[src/rtl/idlefilt_pkg.sv]
package idlefilt_pkg;
   typedef enum logic {
      PH_RUN  = 1'b0,
      PH_IDLE = 1'b1
   } phase_e;
endpackage

[src/rtl/idlefilt_resid_timer.sv]
module idlefilt_resid_timer #(
   parameter int RES_W      = 12,
   parameter bit TIMEOUT_EN = 1'b1
) (
   input  logic             clk,
   input  logic             rst_n,
   input  logic             start,
   input  logic             run,
   input  logic             tick,
   input  logic [RES_W-1:0] idle_timeout,
   output logic [RES_W-1:0] res_cnt,
   output logic             timed_out
);
   localparam logic [RES_W-1:0] RES_MAX = {RES_W{1'b1}};

   logic [RES_W-1:0] res_q;

   always_ff @(posedge clk or negedge rst_n) begin
      if (!rst_n)                            res_q <= '0;
      else if (start)                        res_q <= '0;
      else if (run && tick && res_q != RES_MAX) res_q <= res_q + RES_W'(1);
   end

   assign res_cnt = res_q;

   generate
      if (TIMEOUT_EN) begin : g_tmo
         assign timed_out = run && (res_q >= idle_timeout);
      end else begin : g_no_tmo
         logic unused_tmo;
         assign unused_tmo = ^idle_timeout;
         assign timed_out  = 1'b0;
      end
   endgenerate

   p_res_clear_r4: assert property (@(posedge clk) disable iff (!rst_n)
      start |=> res_q == '0);
   p_res_hold_r4: assert property (@(posedge clk) disable iff (!rst_n)
      (!start && !tick) |=> $stable(res_q));
   p_res_sat_r4: assert property (@(posedge clk) disable iff (!rst_n)
      (!start && res_q == RES_MAX) |=> res_q == RES_MAX);
endmodule

[src/rtl/idlefilt_scorer.sv]
module idlefilt_scorer #(
   parameter int LOSS_W   = 3,
   parameter int STREAK_W = 3
) (
   input  logic                clk,
   input  logic                rst_n,
   input  logic                eval,
   input  logic                loss_ev,
   input  logic                force_clr,
   input  logic [LOSS_W-1:0]   demote_thresh,
   input  logic [STREAK_W-1:0] promote_runs,
   output logic                demoted
);
   localparam logic [LOSS_W-1:0]   LOSS_MAX   = {LOSS_W{1'b1}};
   localparam logic [STREAK_W-1:0] STREAK_MAX = {STREAK_W{1'b1}};

   logic [LOSS_W-1:0]   loss_q;
   logic [STREAK_W-1:0] streak_q;
   logic [STREAK_W-1:0] streak_nx;
   logic                promote;

   assign demoted   = loss_q > demote_thresh;
   assign streak_nx = (streak_q == STREAK_MAX) ? streak_q : streak_q + STREAK_W'(1);
   assign promote   = demoted && (streak_nx >= promote_runs);

   always_ff @(posedge clk or negedge rst_n) begin
      if (!rst_n) begin
         loss_q   <= '0;
         streak_q <= '0;
      end else if (force_clr) begin
         loss_q   <= '0;
         streak_q <= '0;
      end else if (eval) begin
         if (loss_ev) begin
            if (loss_q != LOSS_MAX) loss_q <= loss_q + LOSS_W'(1);
            streak_q <= '0;
         end else if (promote) begin
            loss_q   <= '0;
            streak_q <= '0;
         end else begin
            if (loss_q != '0) loss_q <= loss_q - LOSS_W'(1);
            streak_q <= streak_nx;
         end
      end
   end

   p_loss_sat_r5: assert property (@(posedge clk) disable iff (!rst_n)
      (eval && loss_ev && !force_clr && loss_q == LOSS_MAX) |=> loss_q == LOSS_MAX);
   p_loss_rise_r5: assert property (@(posedge clk) disable iff (!rst_n)
      (eval && loss_ev && !force_clr && loss_q != LOSS_MAX) |=> loss_q == $past(loss_q) + LOSS_W'(1));
   p_win_fall_r5: assert property (@(posedge clk) disable iff (!rst_n)
      (eval && !loss_ev && !force_clr && loss_q != '0) |=> loss_q < $past(loss_q));
   p_clear_r8: assert property (@(posedge clk) disable iff (!rst_n)
      force_clr |=> (loss_q == '0 && streak_q == '0));
   p_streak_reset_r7: assert property (@(posedge clk) disable iff (!rst_n)
      (eval && loss_ev) |=> streak_q == '0);
endmodule

[src/rtl/idlefilt_grant_sel.sv]
module idlefilt_grant_sel #(
   parameter int NUM_STATES = 4,
   parameter int DEEP_MIN   = 2,
   parameter int RES_W      = 12,
   localparam int SW        = $clog2(NUM_STATES)
) (
   input  logic [SW-1:0]                      enter_state,
   input  logic [SW-1:0]                      held_state,
   input  logic                               demoted,
   input  logic [NUM_STATES-1:0][RES_W-1:0]   break_even,
   output logic                               enter_deep,
   output logic                               held_deep,
   output logic [SW-1:0]                      entry_grant,
   output logic [RES_W-1:0]                   held_break_even
);
   localparam logic [SW-1:0] SHALLOW = SW'(DEEP_MIN - 1);

   logic [NUM_STATES-1:0] deep_mask;

   generate
      for (genvar s = 0; s < NUM_STATES; s++) begin : g_mask
         assign deep_mask[s] = (s >= DEEP_MIN);
      end
   endgenerate

   assign enter_deep      = deep_mask[enter_state];
   assign held_deep       = deep_mask[held_state];
   assign entry_grant     = (enter_deep && demoted) ? SHALLOW : enter_state;
   assign held_break_even = break_even[held_state];

   always_comb begin
      a_entry_le_req_r9: assert (entry_grant <= enter_state);
   end
endmodule

[src/rtl/idle_demote_filter.sv]
module idle_demote_filter
   import idlefilt_pkg::*;
#(
   parameter int NUM_STATES = 4,
   parameter int DEEP_MIN   = 2,
   parameter int RES_W      = 12,
   parameter int LOSS_W     = 3,
   parameter int STREAK_W   = 3,
   parameter bit TIMEOUT_EN = 1'b1,
   localparam int SW        = $clog2(NUM_STATES)
) (
   input  logic                             clk,
   input  logic                             rst_n,
   input  logic                             tick,
   input  logic                             enter_req,
   input  logic [SW-1:0]                    enter_state,
   input  logic                             wake,
   input  logic [NUM_STATES-1:0][RES_W-1:0] break_even,
   input  logic [LOSS_W-1:0]                demote_thresh,
   input  logic [STREAK_W-1:0]              promote_runs,
   input  logic [RES_W-1:0]                 idle_timeout,
   output logic [SW-1:0]                    grant_state
);
   localparam logic [SW-1:0] SHALLOW = SW'(DEEP_MIN - 1);

   initial begin
      if (NUM_STATES < 2 || NUM_STATES != (1 << SW))
         $fatal(1, "NUM_STATES must be a power of two of at least 2");
      if (DEEP_MIN < 1 || DEEP_MIN >= NUM_STATES)
         $fatal(1, "DEEP_MIN must lie in 1..NUM_STATES-1");
      if (RES_W < 2 || LOSS_W < 1 || STREAK_W < 1)
         $fatal(1, "counter widths too small");
   end

   phase_e            phase_q;
   logic [SW-1:0]     req_q;
   logic [SW-1:0]     grant_q;

   logic              demoted;
   logic              enter_deep, held_deep;
   logic [SW-1:0]     entry_grant;
   logic [RES_W-1:0]  held_be;
   logic [RES_W-1:0]  res_cnt;
   logic              timed_out;
   logic              idle, accept, wake_ok, eval, loss_ev, timeout_hit;

   assign idle        = (phase_q == PH_IDLE);
   assign accept      = !idle && enter_req && (enter_state != '0);
   assign wake_ok     = idle && wake;
   assign eval        = wake_ok && held_deep;
   assign loss_ev     = res_cnt < held_be;
   assign timeout_hit = timed_out && !wake && held_deep && (grant_q != req_q);

   idlefilt_grant_sel #(
      .NUM_STATES (NUM_STATES),
      .DEEP_MIN   (DEEP_MIN),
      .RES_W      (RES_W)
   ) u_sel (
      .enter_state     (enter_state),
      .held_state      (req_q),
      .demoted         (demoted),
      .break_even      (break_even),
      .enter_deep      (enter_deep),
      .held_deep       (held_deep),
      .entry_grant     (entry_grant),
      .held_break_even (held_be)
   );

   idlefilt_resid_timer #(
      .RES_W      (RES_W),
      .TIMEOUT_EN (TIMEOUT_EN)
   ) u_timer (
      .clk          (clk),
      .rst_n        (rst_n),
      .start        (accept),
      .run          (idle),
      .tick         (tick),
      .idle_timeout (idle_timeout),
      .res_cnt      (res_cnt),
      .timed_out    (timed_out)
   );

   idlefilt_scorer #(
      .LOSS_W   (LOSS_W),
      .STREAK_W (STREAK_W)
   ) u_score (
      .clk           (clk),
      .rst_n         (rst_n),
      .eval          (eval),
      .loss_ev       (loss_ev),
      .force_clr     (timeout_hit),
      .demote_thresh (demote_thresh),
      .promote_runs  (promote_runs),
      .demoted       (demoted)
   );

   always_ff @(posedge clk or negedge rst_n) begin
      if (!rst_n) begin
         phase_q <= PH_RUN;
         req_q   <= '0;
         grant_q <= '0;
      end else if (accept) begin
         phase_q <= PH_IDLE;
         req_q   <= enter_state;
         grant_q <= entry_grant;
      end else if (wake_ok) begin
         phase_q <= PH_RUN;
         req_q   <= '0;
         grant_q <= '0;
      end else if (timeout_hit) begin
         grant_q <= req_q;
      end
   end

   assign grant_state = grant_q;

   p_grant_le_req_r9: assert property (@(posedge clk) disable iff (!rst_n)
      grant_q <= req_q);
   p_run_zero_r9: assert property (@(posedge clk) disable iff (!rst_n)
      !idle |-> grant_q == '0);
   p_wake_r3: assert property (@(posedge clk) disable iff (!rst_n)
      wake_ok |=> (grant_q == '0 && phase_q == PH_RUN));
   p_idle_enter_ignored_r3: assert property (@(posedge clk) disable iff (!rst_n)
      (idle && !wake && !timeout_hit) |=> $stable(grant_q));
   p_enter_r2: assert property (@(posedge clk) disable iff (!rst_n)
      (accept && !enter_deep) |=> grant_q == $past(enter_state));
   p_demote_r6: assert property (@(posedge clk) disable iff (!rst_n)
      (accept && enter_deep && demoted) |=> grant_q == SHALLOW);
   p_timeout_r8: assert property (@(posedge clk) disable iff (!rst_n)
      timeout_hit |=> grant_q == $past(req_q));
endmodule

[config.mk]
export PLATFORM = sky130hd
export DESIGN_NAME = idle_demote_filter
export DESIGN_NICKNAME = d
export VERILOG_FILES = /design/src/rtl/idlefilt_pkg.sv /design/src/rtl/idlefilt_resid_timer.sv /design/src/rtl/idlefilt_scorer.sv /design/src/rtl/idlefilt_grant_sel.sv /design/src/rtl/idle_demote_filter.sv
export SDC_FILE = /design/constraint.sdc
export NUM_CORES = 1
export LEC_CHECK = 0
export ABC_CLOCK_PERIOD_IN_PS = 3910
export BUFFER_PORTS_ARGS = -buffer_cell sky130_fd_sc_hd__buf_4
export CORE_ASPECT_RATIO = 0.5
export CORE_MARGIN = 2
export CORE_UTILIZATION = 40
export CTS_BUF_LIST = sky130_fd_sc_hd__clkbuf_8
export DETAILED_ROUTE_END_ITERATION = 8
export GPL_ROUTABILITY_DRIVEN = 0
export PLACE_DENSITY = 0.67
export SLEW_MARGIN = 5
export SYNTH_ARGS = -nofsm -noshare
export SYNTH_HDL_FRONTEND = slang
export SYNTH_HIERARCHICAL = 1
export SYNTH_SLANG_ARGS = --single-unit
[constraint.sdc]
create_clock -name clk -period 3.91 [get_ports clk]
set_clock_uncertainty 0.1 [all_clocks]
set_input_delay 0 -clock clk [delete_from_list [all_inputs] [get_ports clk]]
set_output_delay 0 -clock clk [all_outputs]
set_load 0.1 [all_outputs]
Yosys cells after proc, flatten, opt, wreduce, memory -nomap -nowiden
Index checks and enable logic that the tools add are counted.
- input bits: 73
- output and inout bits: 2
- word-level logic and storage cells: 70
- bits in registers: 23
- mux-type cells: 27
- equality and inequality tests: 5
- reductions and logical operators: 22
- $lt $le $gt $ge: 6
- add/subtract/negate cells: 4
- operators with widths (cell ; number):
    12-bit 2-to-1 mux ; 3
    3-bit 2-to-1 mux ; 11
    12-bit binary-select mux with 2-bit select ; 1
    12-bit by 1-bit adder with 12-bit output (second input constant) ; 1
    12-bit >= comparator ; 1
    1-bit logical AND ; 12
    12-bit less-than comparator ; 1
    2-bit 2-to-1 mux ; 6
    12-bit != test (second input constant) ; 1
    2-bit nonzero test ; 4
    3-bit by 1-bit adder with 3-bit output (second input constant) ; 2
    2-bit by 3-bit less-than comparator with 1-bit output (second input constant) ; 2
    3-bit nonzero test ; 2
    1-bit binary-select mux with 2-bit select ; 2
    1-bit 2-to-1 mux ; 4
    4-bit nonzero test ; 1
    3-bit == test (second input constant) ; 1
    3-bit >= comparator ; 1
    3-bit > comparator ; 1
    3-bit by 1-bit != test with 1-bit output (second input constant) ; 1
    3-bit != test (second input constant) ; 1
    3-bit AND reduction ; 1
    3-bit by 1-bit subtractor with 3-bit output (second input constant) ; 1
    1-bit zero test ; 2
    2-bit != test ; 1

Longest topological paths before layout
Gate-level depths: netlist (run 1).
- depth after elaboration: 8
- gate-level depth with buffers: 14
- gate-level depth less buffers: 12

Hierarchy
Netlist (run 1), hierarchy kept.
- modules (own cells, without submodules) (module ; instances ; area each (µm²) ; sequential area each (µm²) ; cells each):
    idlefilt_resid_timer ; 1 ; 974.7 ; 300.3 ; 109
    idlefilt_scorer ; 1 ; 580.6 ; 150.1 ; 65
    idle_demote_filter ; 1 ; 559.3 ; 125.1 ; 67
    idlefilt_grant_sel ; 1 ; 322.8 ; 0.0 ; 18

Worst setup path before layout (run 1)
OpenSTA, ideal clock, no wires.
- kind: register to register
- start: register req_q[0]
- end: register u_score.loss_q[1]
- clock period less this slack: 3006 ps
- path buffers: 2
- arrival: 2778 ps
- data required time: 3681 ps
- setup time: 129 ps
- setup slack: 904 ps
- cell stages (with the launch flop): 15
- path through: dfrtp_1 buf_6 mux4_2 inv_1 ha_1 a21o_1 a21oi_1 nor2b_1 a2111oi_1 buf_2 nand2b_1 o21ai_2 o41ai_1 a21o_1 o32ai_1
- cells in the longest elaborated chain, start to end: 6
- elaborated cells on any way between the ends: 16
- those cells by class: order compare (1); eq/ne (2); mux (7); reduce/logical (6)
- RTL lines (item ; RTL line ; RTL):
    from (decl) ; idle_demote_filter.sv:36 ; logic [SW-1:0] req_q;
    from (signal assigned) ; idle_demote_filter.sv:104 ; req_q <= enter_state;
    12-bit binary-select mux with 2-bit select (*) ; idlefilt_grant_sel.sv:29 ; assign held_break_even = break_even[held_state];
    12-bit 2-to-1 mux (not written as such) (*) ; idlefilt_grant_sel.sv:29 ;
    net held_be[9] ; idle_demote_filter.sv:42 ; logic [RES_W-1:0] held_be;
    12-bit less-than comparator (*) ; idle_demote_filter.sv:51 ; assign loss_ev = res_cnt < held_be;
    net loss_ev ; idle_demote_filter.sv:45 ; logic idle, accept, wake_ok, eval, loss_ev, timeout_hit;
    3-bit 2-to-1 mux ; idlefilt_scorer.sv:34 ; if (loss_ev) begin
    3-bit 2-to-1 mux ; idlefilt_scorer.sv:33 ; end else if (eval) begin
    3-bit 2-to-1 mux ; idlefilt_scorer.sv:30 ; end else if (force_clr) begin
    to (signal assigned) ; idlefilt_scorer.sv:35 ; if (loss_q != LOSS_MAX) loss_q <= loss_q + LOSS_W'(1);
    to (signal assigned) ; idlefilt_scorer.sv:41 ; if (loss_q != '0) loss_q <= loss_q - LOSS_W'(1);
    to (decl) ; idlefilt_scorer.sv:17 ; logic [LOSS_W-1:0] loss_q;
Mark *: on every way through the listed nets, which the timed path passes. The rest lies on a longest branch. The select of a mux whose other input is x is not followed.
A chain may end at the register's enable or synchronous reset.

Worst setup path in the final report (run 1)
- start: register req_q[1]
- end: register u_score.loss_q[1]
The elaborated chain is that of the path after synthesis.

==> results of run 1 <==
==> how the worst min path moves through the flow <==
stage	from	end	slack [ns]
2_1_floorplan	rst_n	grant_state[0]	-0.40
3_3_place_gp	rst_n	u_timer/res_cnt[0]	-0.18
3_5_place_dp	rst_n	u_timer/res_cnt[0]	-0.18
4_1_cts	enter_state[1]	grant_state[1]	0.0004
5_1_grt	enter_state[1]	grant_state[1]	0.009
6_report	enter_state[1]	grant_state[1]	0.008
==> worst reg2reg max path, cell delays in order (launching register included) <==
cell	delay [ns]
sky130_fd_sc_hd__dfrtp_1	0.83
sky130_fd_sc_hd__mux4_2	0.42
sky130_fd_sc_hd__inv_1	0.07
sky130_fd_sc_hd__ha_1	0.22
sky130_fd_sc_hd__a211oi_1	0.31
sky130_fd_sc_hd__o21ai_0	0.18
sky130_fd_sc_hd__a2111oi_1	0.48
sky130_fd_sc_hd__buf_4	0.25
sky130_fd_sc_hd__nand2_1	0.08
sky130_fd_sc_hd__o21ai_2	0.08
sky130_fd_sc_hd__o41ai_1	0.14
sky130_fd_sc_hd__a21o_1	0.21
sky130_fd_sc_hd__o32ai_1	0.13
==> flip-flops by register name, indices dropped and copies added, names as in the netlist <==
register and flops:
idle 1, req_q 2, u_score/loss_q 3, u_timer/res_cnt 12, u_score/streak_q 3, grant_state 2
==> layout by cell type (no fill, tap or decap), types with 6 or more instances in the layout <==
cell type / instances
sky130_fd_sc_hd__buf_4: 78
sky130_fd_sc_hd__inv_1: 37
sky130_fd_sc_hd__ha_1: 35
sky130_fd_sc_hd__dfrtp_1: 22
sky130_fd_sc_hd__nand2_1: 18
sky130_fd_sc_hd__a21oi_1: 15
sky130_fd_sc_hd__nor2_1: 14
sky130_fd_sc_hd__o21ai_0: 12
sky130_fd_sc_hd__mux4_2: 10
sky130_fd_sc_hd__a21o_1: 6
sky130_fd_sc_hd__dlygate4sd3_1: 6
==> repair_timing <==
action / 4_1_cts / 5_1_grt
setup endpoints to repair: 0 / 1
setup buffers: 0 / 0
gates resized for setup: 0 / 1
hold buffers: 6 / 0
endpoints found under the hold margin: 27 / 0
==> layer usage <==
metal / vias to the layer above / track usage, %
met5: - / 0
met4: 0 / 4.007
met3: 4 / 2.658
met2: 37 / 35.12
met1: 1074 / 22.81
li1: 1114 / -
==> power by group <==
| group | switching (W) | internal [W] | total [W] |
|---|---|---|---|
| registers | 0.0000673 | 0.000271 | 0.000338 |
| logic | 0.000243 | 0.000248 | 0.000490 |
| clock network | 0.0000867 | 0.0000714 | 0.000158 |
==> cell type report <==
type / instances / area [um^2]
Clock buffer: 3 / 41.29
Clock inverter: 1 / 5.005
Fill cell: 517 / 2482
Inverter: 37 / 138.9
Multi-Input combinational cell: 192 / 1677
Sequential cell: 23 / 576.8
Tap cell: 73 / 91.34
Timing Repair Buffer: 84 / 645.6
==> through the flow <==
stage          cells  hold WS, ns  worst slack, ns  util (%)  cell area, um^2
2_1_floorplan    258      -0.3956           0.9036         -             2430
3_3_place_gp     403      -0.1778           0.5442     54.22             3068
3_5_place_dp     403      -0.1773           0.2305     54.22             3068
4_1_cts          413    0.0003847           0.2226     56.10             3174
5_1_grt          413     0.008570           0.1700     56.13             3176
6_report         413     0.007904           0.2986     56.13             3176
==> Flow_metrics.wiki, run 1 <==
{| class="wikitable"
! Metric !! Value
|-
| Final Cycle Share || 92.36%
|-
| Clock latency of the later-clocked register in the worst-skew pair || 0.27 ns
|-
| Rel. slew slack || 51.04%
|-
| Count of unresolved DRC violations after routing || 0
|-
| Initial Util || 42.95%
|-
| Data arrival, critical path || 3.68 ns
|-
| Power after layout || 0.0009863 W
|-
| Setup repair after global routing missed its margin || false
|-
| Mapped Avg Cell Area || 9.418 um^2
|-
| Largest buffer count on any clock path || 2
|-
| Number of violations reported at the end of detailed-routing iteration 0 || 117
|-
| Count of cell instances traversed by the critical path || 12
|-
| Required time reported for the critical path endpoint || 3.98 ns
|-
| Final setup violation count || 0
|-
| Wire length per cell || 14.12 um
|-
| Htree depth || 1
|-
| Global-route wire length before repair || 9936 um
|-
| Launch instance of the worst register-to-register path || req_q[1]
|-
| Largest net degree at the start of global routing || 24
|-
| Syn Nets || 366
|-
| Die boundary width || 114.2 um
|-
| Boundary Pins || 75
|-
| Hold Fails Final Rpt || 0
|-
| Total number of vias || 2229
|-
| Die area || 0.006752 mm^2
|-
| Diode insertion count for antenna repair || 0
|-
| Slowest Stage Delay on Critical Path || 0.83 ns
|-
| Routed length on met2 || 3045 um
|-
| Number of cells on the worst reg-to-reg path || 12
|-
| Total Negative Setup Slacks || 0 ns
|-
| Synth Instances || 258
|-
| # rows || 19
|-
| Routed metal-1 wire length || 2530 um
|-
| Flop-to-flop setup slack || 0.30 ns
|-
| Cell at the root of the clock tree || sky130_fd_sc_hd__clkbuf_8
|-
| Share of final-layout standard cells stronger than drive strength 1 || 32.65%
|-
| Via count of the first global-routing pass || 2255
|-
| Initial antenna violation count || 0
|-
| Clock buffer count from CTS || 3
|-
| Highest fanout seen on the critical path || 18
|-
| CTS tree || built
|-
| Nature of the critical path endpoint || flip-flop
|-
| RR Endpoint || u_score/loss_q[1]
|-
| Slew of the pin with the lowest slew margin || 0.7345 ns
|-
| HPWL reported at the end of detailed placement || 4808 um
|-
| Clk sinks || 23
|-
| Overall Global Routing Usage || 18.50%
|-
| Areal power density over the cells || 310.6 mW/mm^2
|-
| Final critical path time including I/O delays and setup || 3.611 ns
|-
| Slew Viols, Final || 0
|-
| Final routed wirelength across all metal layers || 5832 um
|-
| Total buffers and inverters traversed by the critical path || 2
|-
| Synth-to-Final Area Change || 30.69%
|-
| Reported leakage power || 1.614 nW
|-
| Port-buffer cells || 74
|-
| Number of nets in the layout || 449
|-
| Avg Vias per Cell || 5.397
|-
| Cell at the slowest stage of the critical path || sky130_fd_sc_hd__dfrtp_1
|-
| Worst IR Drop VDD || 0.0001381 V
|-
| Setup crit start || req_q[1]
|-
| Met3 layer wire length in the routed design || 209 um
|-
| Critical path start-end classification || reg2reg
|-
| Number of cells traversed by the worst hold path || 4
|-
| Clock-pin slew on the worst setup and hold paths || 0.09 ns
|-
| Max capacitance violation total || 0
|-
| Kind of launch point of the worst setup path || flip-flop
|-
| Cells traversed along the worst timing path || mux4_2 -> inv_1 -> ha_1 -> a211oi_1 -> o21ai_0 -> a2111oi_1 -> buf_4 -> nand2_1 -> o21ai_2 -> o41ai_1 -> a21o_1 -> o32ai_1
|-
| Post-Syn Area || 0.002430 mm^2
|-
| First-pass detailed-route iteration total || 4
|-
| Antenna viol nets, final || 0
|-
| Class of the most critical hold timing path || in2reg
|-
| Syn. warnings || 6
|-
| CP top delay family || compound AO/OA/AOI/OAI gates
|-
| CORE AREA || 0.005658 mm^2
|-
| Critical Path End || u_score/loss_q[1]
|-
| Highest clock frequency the design can meet || 276.9 MHz
|-
| Overall overflow remaining after global route || 0
|-
| DIE HEIGHT || 59.11 um
|-
| Highest routing layer actually used || met4
|-
| Result of the run || complete, no violations
|}
(Power assumes the default switching activity.)
==> run 2: changes to the inputs <==
- ABC_CLOCK_PERIOD_IN_PS: 3910 -> 3090
- GPL_TIMING_DRIVEN: default -> 0
- PLACE_DENSITY: 0.67 -> 0.69
- clock period: 3.91 -> 3.09 ns (I/O delays scaled with it)
==> run 2 against run 1 <==
  * Hold slack gained 0.061 ns
  * Routed wire length grew 9.3%
  * Combinational power grew 55%
  * Critical path type unchanged
==> Flow_metrics.wiki, run 2 (synthesis gave the netlist of run 1 again) <==
{| class="wikitable"
! Metric !! Value
|-
| Result of the run || complete, no violations (unchanged)
|-
| Rel. slew slack || 21.22% (was 51.04%)
|-
| Commonest non-fill, non-tap cell in the layout || sky130_fd_sc_hd__buf_4 (unchanged)
|-
| HPWL reported at the end of detailed placement || 4775 um (was 4808 um)
|-
| Wire length per cell || 15.00 um (was 14.12 um)
|-
| Cell at the root of the clock tree || sky130_fd_sc_hd__clkbuf_8 (unchanged)
|-
| First-pass detailed-route iteration total || 4 (unchanged)
|-
| Die boundary width || 114.2 um (unchanged)
|-
| Slowest Stage Delay on Critical Path || 0.49 ns (was 0.83 ns)
|-
| Clock buffer count from CTS || 3 (unchanged)
|-
| Kind of launch point of the worst setup path || flip-flop (unchanged)
|-
| Highest clock frequency the design can meet || 330.9 MHz (was 276.9 MHz)
|-
| Clock latency of the later-clocked register in the worst-skew pair || 0.27 ns (about the same)
|-
| Global-route wire length before repair || 10320 um (was 9936 um)
|-
| Slew of the pin with the lowest slew margin || 1.179 ns (was 0.7345 ns)
|-
| Via count of the first global-routing pass || 2378 (was 2255)
|-
| Hold Fails Final Rpt || 0 (unchanged)
|-
| Final Cycle Share || 97.80% (was 92.36%)
|-
| Register area || 578.1 um^2 (was 576.8 um^2)
|-
| Required time reported for the critical path endpoint || 3.17 ns (was 3.98 ns)
|-
| Number of nets in the layout || 461 (was 449)
|-
| Reported leakage power || 1.698 nW (was 1.614 nW)
|-
| Boundary Pins || 75 (unchanged)
|-
| Cells traversed along the worst timing path || buf_12 -> mux4_2 -> inv_1 -> ha_1 -> o21ai_2 -> a211oi_2 -> a2111oi_4 -> buf_4 -> nand2b_4 -> o21ai_4 -> buf_4 -> o32ai_2 (was mux4_2 -> inv_1 -> ha_1 -> a211oi_1 -> o21ai_0 -> a2111oi_1 -> buf_4 -> nand2_1 -> o21ai_2 -> o41ai_1 -> a21o_1 -> o32ai_1)
|-
| Most frequent cells in the layout || sky130_fd_sc_hd__buf_4, sky130_fd_sc_hd__inv_1, sky130_fd_sc_hd__ha_1 (unchanged)
|-
| Worst IR Drop VDD || 0.0001736 V (was 0.0001381 V)
|-
| Avg Vias per Cell || 5.412 (was 5.397)
|-
| Worst Setup Slack, final || 0.06811 ns (was 0.2986 ns)
|-
| Cell at the slowest stage of the critical path || sky130_fd_sc_hd__mux4_2 (was sky130_fd_sc_hd__dfrtp_1)
|-
| CORE AREA || 0.005658 mm^2 (unchanged)
|-
| Flop-to-flop setup slack || 0.07 ns (was 0.30 ns)
|-
| DIE HEIGHT || 59.11 um (unchanged)
|-
| Setup slack at placement || -0.3990 ns (was 0.2305 ns)
|-
| Port-buffer cells || 74 (unchanged)
|-
| Number of violations reported at the end of detailed-routing iteration 0 || 91 (was 117)
|-
| Final critical path time including I/O delays and setup || 3.022 ns (was 3.611 ns)
|-
| Multi-input gate area || 0.001783 mm^2 (was 0.001677 mm^2)
|-
| Antenna viol nets, final || 0 (unchanged)
|-
| Clk sinks || 23 (unchanged)
|-
| Final setup violation count || 0 (unchanged)
|-
| Share of final-layout standard cells stronger than drive strength 1 || 39.20% (was 32.65%)
|-
| Synth-to-Final Area Change || 40.16% (was 30.69%)
|-
| Areal power density over the cells || 400.7 mW/mm^2 (was 310.6 mW/mm^2)
|-
| Power after layout || 0.001365 W (was 0.0009863 W)
|-
| Initial Util || 42.95% (unchanged)
|-
| Overall Global Routing Usage || 19.06% (was 18.50%)
|-
| Diode insertion count for antenna repair || 0 (unchanged)
|-
| Slew Viols, Final || 0 (unchanged)
|-
| Total number of vias || 2300 (was 2229)
|-
| Critical path start-end classification || reg2reg (unchanged)
|-
| Max FFs per register || 12 (unchanged)
|-
| Count of unresolved DRC violations after routing || 0 (unchanged)
|-
| Overall overflow remaining after global route || 0 (unchanged)
|-
| Final routed wirelength across all metal layers || 6376 um (was 5832 um)
|-
| Nature of the critical path endpoint || flip-flop (unchanged)
|-
| Data arrival, critical path || 3.10 ns (was 3.68 ns)
|-
| Largest net degree at the start of global routing || 24 (unchanged)
|-
| Highest fanout seen on the critical path || 5 (was 18)
|-
| Setup repair after global routing missed its margin || true (was false)
|-
| Clock-pin slew on the worst setup and hold paths || 0.08 ns (was 0.09 ns)
|-
| Fillcell total || 507 (was 517)
|-
| # rows || 19 (unchanged)
|-
| Dominant cell type by count on the critical path || sky130_fd_sc_hd__buf_4
|-
| Htree depth || 1 (unchanged)
|-
| CTS tree || built (unchanged)
|-
| Max capacitance violation total || 0 (unchanged)
|-
| Class of the most critical hold timing path || in2reg (unchanged)
|-
| Largest buffer count on any clock path || 2 (unchanged)
|-
| Die area || 0.006752 mm^2 (unchanged)
|-
| Initial antenna violation count || 0 (unchanged)
|}
[run 2: cell count changes in the layout (fill, tap and decap cells not counted), moves of 2 or more]
cell and delta:
sky130_fd_sc_hd__o21ai_0 -2, sky130_fd_sc_hd__buf_4 +7, sky130_fd_sc_hd__inv_2 +2, sky130_fd_sc_hd__ha_4 +2
sky130_fd_sc_hd__buf_6 +2, sky130_fd_sc_hd__a211oi_1 -3, sky130_fd_sc_hd__a211oi_2 +3, sky130_fd_sc_hd__ha_1 -2
[run 2: where the power goes]
part	internal (W)	switching [W]	total, W
sequential	0.000344	0.0000657	0.000409
clock	0.0000890	0.000105	0.000194
combinational	0.000384	0.000378	0.000761
[run 2: final timing paths]
kind	start	end	depth (start not counted)
hold reg to reg	u_score/streak_q[2]	u_score/streak_q[2]	2
setup / recovery	req_q[0]	u_score/loss_q[1]	12
setup reg to reg	req_q[0]	u_score/loss_q[1]	12
max in group asynchronous	rst_n	req_q[1]	2
min in group asynchronous	rst_n	u_timer/res_cnt[0]	2
hold / removal	enter_req	req_q[1]	4
[run 2: final cells by class]
cell class,count,area share (%)
multi-input combinational,192,52.35
timing repair buffer,91,21.12
sequential,23,16.97
inverter,37,4.078
tap,73,2.682
buffer,5,1.470
clock buffer,3,1.212
clock inverter,1,0.1102
[run 2: layer usage]
layer / GRT usage (%) / vias up / wire length, um
li1: - / 1134 / -
met1: 21.87 / 1114 / 2703
met2: 37.76 / 44 / 3385
met3: 3.067 / 8 / 194
met4: 4.878 / 0 / 93
met5: 0 / - / 0
[run 2: what timing repair did]
item,CTS,global route
buffers inserted,5,6
pin swaps,2,11
hold buffers,6,0
hold endpoints to repair,28,0
cloned,0,1
endpoints found under the setup margin,6,4
gates resized for setup,13,16
[run 2: worst max-delay path: cells and delay by family (launching register included)]
family                     cells  cell delay, ns
AOI/OAI and AO/OA              5            0.94
adders and majority gates      1            0.24
buffers and inverters          4            0.56
DFF                            1            0.46
muxes                          1            0.49
and+or+nand+nor                1            0.13
[run 2: per-stage QoR]
stage	area, um^2	hold slack (ns)	utilization (%)	setup TNS (ns)	cells
floorplan	2430	-0.3956	-	0	258
global placement	3077	-0.1798	54.38	-1.450	405
detailed placement	3077	-0.1716	54.38	-1.487	405
CTS	3274	0.07073	57.87	0	420
global route	3406	0.1161	60.19	-0.1274	425
finish	3406	0.06884	60.19	0	425
